File: src/rtl/addr_match_bkpt.sv
module addr_match_bkpt #(
  parameter int NTRIG = 4,
  parameter int XLEN  = 32,
  parameter int CTXW  = 8
) (
  input  logic                              clk,
  input  logic                              rst_n,
  input  logic [NTRIG-1:0][XLEN-1:0]        trig_ctrl,
  input  logic [NTRIG-1:0][XLEN-1:0]        trig_addr,
  input  logic [NTRIG-1:0][XLEN-1:0]        trig_qual,
  input  logic                              fetch_valid,
  input  logic [XLEN-1:0]                   fetch_pc,
  input  logic                              mem_rd,
  input  logic                              mem_wr,
  input  logic [XLEN-1:0]                   mem_addr,
  input  logic [1:0]                        mem_size,
  input  logic [1:0]                        priv,
  input  logic                              virt,
  input  logic [CTXW-1:0]                   mctx,
  output logic                              exc_req,
  output logic [XLEN-1:0]                   exc_addr,
  output logic [$clog2(NTRIG)-1:0]          exc_idx
);
  localparam int IW = $clog2(NTRIG);
  localparam int AW = XLEN + 1;

  logic [NTRIG-1:0] hit;
  logic [AW-1:0]    acc_lo, acc_hi;

  assign acc_lo = {1'b0, mem_addr};
  assign acc_hi = acc_lo + {{(AW-4){1'b0}}, 4'd1 << mem_size};

  for (genvar g = 0; g < NTRIG; g++) begin : g_trig
    logic [XLEN-1:0] ctl;
    logic            is2, is6, armed, priv_ok, ctx_ok, exec_hit, data_hit;
    logic [3:0]      plain_en, virt_en, width;
    logic [AW-1:0]   win_lo, win_hi;

    assign ctl      = trig_ctrl[g];
    assign is2      = ctl[XLEN-1:XLEN-4] == 4'd2;
    assign is6      = ctl[XLEN-1:XLEN-4] == 4'd6;
    assign plain_en = ctl[6:3];
    assign virt_en  = ctl[26:23];
    assign armed    = (|ctl[2:0]) &&
                      ((is2 && (ctl[3] || ctl[4] || ctl[6])) ||
                       (is6 && (ctl[3] || ctl[4] || ctl[6] || ctl[23] || ctl[24])));
    assign priv_ok  = is2 ? (!virt && plain_en[priv])
                          : (virt ? virt_en[priv] : plain_en[priv]);
    assign ctx_ok   = (trig_qual[g][XLEN-1:XLEN-3] != 3'd4) ||
                      (trig_qual[g][CTXW-1:0] == mctx);

    always_comb begin
      if (is2) begin
        case (ctl[17:16])
          2'd1:    width = 4'd1;
          2'd2:    width = 4'd2;
          default: width = 4'd4;
        endcase
      end else begin
        case (ctl[19:16])
          4'd1:    width = 4'd1;
          4'd2:    width = 4'd2;
          4'd3:    width = 4'd4;
          default: width = 4'd8;
        endcase
      end
    end

    assign win_lo   = {1'b0, trig_addr[g]};
    assign win_hi   = win_lo + {{(AW-4){1'b0}}, width};
    assign exec_hit = fetch_valid && ctl[2] && (fetch_pc == trig_addr[g]);
    assign data_hit = ((mem_rd && ctl[0]) || (mem_wr && ctl[1])) &&
                      (acc_lo < win_hi) && (win_lo < acc_hi);
    assign hit[g]   = armed && priv_ok && ctx_ok && (exec_hit || data_hit);
  end

  logic [IW-1:0]   win_idx;
  logic [XLEN-1:0] win_addr;

  always_comb begin
    win_idx  = '0;
    win_addr = '0;
    for (int i = NTRIG - 1; i >= 0; i--) begin
      if (hit[i]) begin
        win_idx  = IW'(i);
        win_addr = trig_addr[i];
      end
    end
  end

  always_ff @(posedge clk) begin
    if (!rst_n) begin
      exc_req  <= 1'b0;
      exc_addr <= '0;
      exc_idx  <= '0;
    end else begin
      exc_req  <= |hit;
      exc_addr <= win_addr;
      exc_idx  <= win_idx;
    end
  end
endmodule

File: config.mk
export PLATFORM = sky130hd
export DESIGN_NAME = addr_match_bkpt
export DESIGN_NICKNAME = d
export VERILOG_FILES = /design/src/rtl/addr_match_bkpt.sv
export SDC_FILE = /design/constraint.sdc
export NUM_CORES = 1
export LEC_CHECK = 0
export BUFFER_PORTS_ARGS = -buffer_cell sky130_fd_sc_hd__buf_2
export CORE_AREA = 2 2 196 198
export CTS_CLUSTER_DIAMETER = 60
export CTS_CLUSTER_SIZE = 28
export DETAILED_ROUTE_END_ITERATION = 6
export DIE_AREA = 0 0 198 200
export MAX_ROUTING_LAYER = met4
export PLACE_DENSITY_LB_ADDON = 0.1
export SLEW_MARGIN = 25
export SYNTH_ARGS = -nofsm -noshare
export SYNTH_HDL_FRONTEND = slang
export SYNTH_SLANG_ARGS = --single-unit
File: constraint.sdc
create_clock -name clk -period 6.1 [get_ports clk]
set_clock_uncertainty 0.15 [all_clocks]
set_input_delay 0.915 -clock clk [delete_from_list [all_inputs] [get_ports clk]]
set_output_delay 0.915 -clock clk [all_outputs]
set_load 0.1 [all_outputs]
==> results.md <==
* Status: completed
* Final worst-path cycle share at 98.15%
* Total track usage at 35.05%
* Required time of the worst setup path at 6.20 ns
* Worst min-delay path class: input pin to flip-flop
* Core footprint at 0.03740 mm2
* Fmax at 167.0 MHz
* Adder-cell share of the synthesized area at 27.32%
* Largest net degree at the start of global routing at 16
* Cell Int Power at 0.0009339 W
* Critical path buffer and inverter count at 8
* Fillers at 3,754
* Multiplexer area fraction after synthesis at 1.366%
* Clk sinks at 35
* Syn_nets at 2,430
* FP Rows at 71
* Final hold viol count at 0
* WL/cell at 25.30 um
* Yosys reg bits at 35
* Critical path type: input pin to flip-flop
* Drt total wl at 69,960 um
* Worst Tran Pin Value at 0.6917 ns
* Most frequent cells in the layout: buf_2 (363), ha_1 (276), buf_4 (210)
* LEAKAGE at 8.614 nW
* Post-synth ARST share at 0%
* Compound-Gate Fraction of Synth Area at 20.61%
* Routability cong. at 1.009
* Switching share of power at 49.04%
* CP endpoint: exc_addr[18]
* Nets at 2,995
* Maximum buffer depth of the clock tree at 2
* Max-Cap Viols at 0
* PD cells at 100.3 mW/mm2
* Commonest non-fill, non-tap cell in the layout: buf_2
* Syn_area_per_cell at 7.856 um2
* Multi-input combinational cell area at 0.01262 mm2
* Sequential Power Share at 12.7%
* Synth-to-Final Area Change at 38.49%
* Full die area at 0.03960 mm2
* Port Buffer Count at 364
* Via density per instance at 5.644
* Largest family of logic cells by synthesized area: adder cells
* Fin. max-slew vios at 0
* Gate power share at 69.1%
* Crit. path cell count at 30
* NetSw at 0.0008988 W
* Top FF cell, synth: dfxtp_1
* Worst setup EP type: flip-flop
* 1st-pass router iterations at 6
* Ratio of cells with drive above 1 in the final layout at 33.59%
* Via count at 15,610
* Clk pwr share at 18.2%
* Crit path top cell by count: buf_6
* Pwr Total at 0.001833 W
* CTS tree: yes
* Rel. slew slack at 53.46%
* CP max stage delay at 0.37 ns
* Final setup fails at 0
* Peak VDD IR at 0.1118 mV
* Worst endpoint data arrival time at 6.09 ns
* Worst-path clk slew at 0.07 ns
* Tmin final at 5.987 ns
* Post-Syn Instances at 1,679
* HPWL Detailed at 58,490 um
* CP delay by family, top: simple AND/OR/NAND/NOR gates
* GRT overflow at 0
* Post-synthesis xor/xnor area fraction at 20.58%
* Total CTS buffers at 5
* Worst Setup SP: trig_ctrl[95]
* CP startpoint kind: input pin
* Setup TNS at 0 ns
* Worst-path maximum fanout at 5
* Critical path's slowest cell: fa_2
* Initial DRC Count at 1,139
* Htree depth at 2
* Hold buffers post-CTS at 0
* Simple-gate portion of the synthesized area at 21.17%
* Final core occ at 48.84%
* Vias in the first global route at 15,070
* Mapped Area at 0.01319 mm2
* Die Y at 200 um
* Seq. cell area at 700.7 um2
* Post-synth EDFFs at 0
* Starting Density at 35.27%
* Syn. warnings at 0
* Initial antenna violation count at 9
* First-pass GRT wire length at 96,800 um
* # IOs at 501
* Clock root cell: clkbuf_16
* Drt drc at 0
* Die width at 198 um
* Yosys cell types at 68
* Post-synthesis sequential area ratio at 5.312%
* Antenna Violating Nets Remaining at 0
-- synthesized netlist by cell type, types with 17 or more instances --
cell,instances,area (um2)
nand4_1,67,419.2
dfxtp_1,35,700.7
nor4_1,28,175.2
and3_1,22,137.6
nor2b_1,27,168.9
xnor2_1,154,1349
nor3_1,26,130.1
clkbuf_1,20,75.07
buf_2,17,85.08
o32ai_2,27,439.2
a21o_1,65,488.0
and4_1,19,166.4
o21ai_0,62,310.3
ha_1,280,3503
nand3_1,85,425.4
nand2_1,96,360.4
nor2_1,122,457.9
a21oi_1,130,650.6
xor2_1,156,1366
inv_1,79,296.5
-- sequential cells by signal, indices dropped and copies added, names as in the netlist --
signal and flops:
exc_addr 32, exc_idx 2, exc_req 1
-- kinds of logic after synthesis --
family / count (synthesis)
adders and majority gates: 285
xor gates and xnor gates: 310
and+or+nand+nor: 536
buffers and inverters: 119
muxes: 8
DFF: 35
AOI/OAI and AO/OA: 386
-- how the worst min path moves through the flow --
stage           from       to  slack [ns]  cells after the start
2_1_floorplan  rst_n  exc_req        0.90                      1
3_3_place_gp   rst_n  exc_req        1.06                      2
3_5_place_dp   rst_n  exc_req        1.06                      2
4_1_cts        rst_n  exc_req        0.70                      2
5_1_grt        rst_n  exc_req        0.71                      2
6_report       rst_n  exc_req        0.71                      2
-- power by group through the flow --
stage	clock network [W]	registers, W	logic (W)
2_1_floorplan	0	0.000261	0.000566
3_3_place_gp	0	0.000238	0.00116
3_5_place_dp	0	0.000238	0.00117
4_1_cts	0.000337	0.000232	0.00120
5_1_grt	0.000344	0.000233	0.00137
6_report	0.000334	0.000233	0.00127
-- repair_timing --
item,in CTS,in global routing
setup endpoints to repair,35,35
buffers inserted,7,19
cloned,2,3
resized for setup,37,122
pin swaps,6,60
-- through the flow --
stage                     setup slack [ns]  std cells  cell area (um2)  hold WS [ns]
after floorplan                     0.2989       1679            13190        0.8986
after global placement             -0.6127       2718            17120         1.057
after detailed placement           -0.6797       2718            17120         1.056
after CTS                          0.01525       2735            17530        0.7034
after global routing              -0.09228       2765            18270        0.7134
final                               0.1127       2765            18270        0.7148
-- routing by layer --
metal  vias to the layer above  share of wire [%]  global-route usage, %
met4                         0                4.0                  13.48
met3                       122                7.7                  7.644
met2                       619                 47                  57.07
met1                      7497                 41                  42.37
li1                       7368                  -                      -
met5                         -                  0                      -
-- area by class of cell --
type	count	area share (%)
diodes	9	0.1233
clock buffers	8	0.8562
inverters	79	1.644
well taps	511	3.500
flip-flops and latches	35	3.836
repair buffers	598	20.97
multi-input cells	1525	69.08
(Power assumes the default switching activity.)
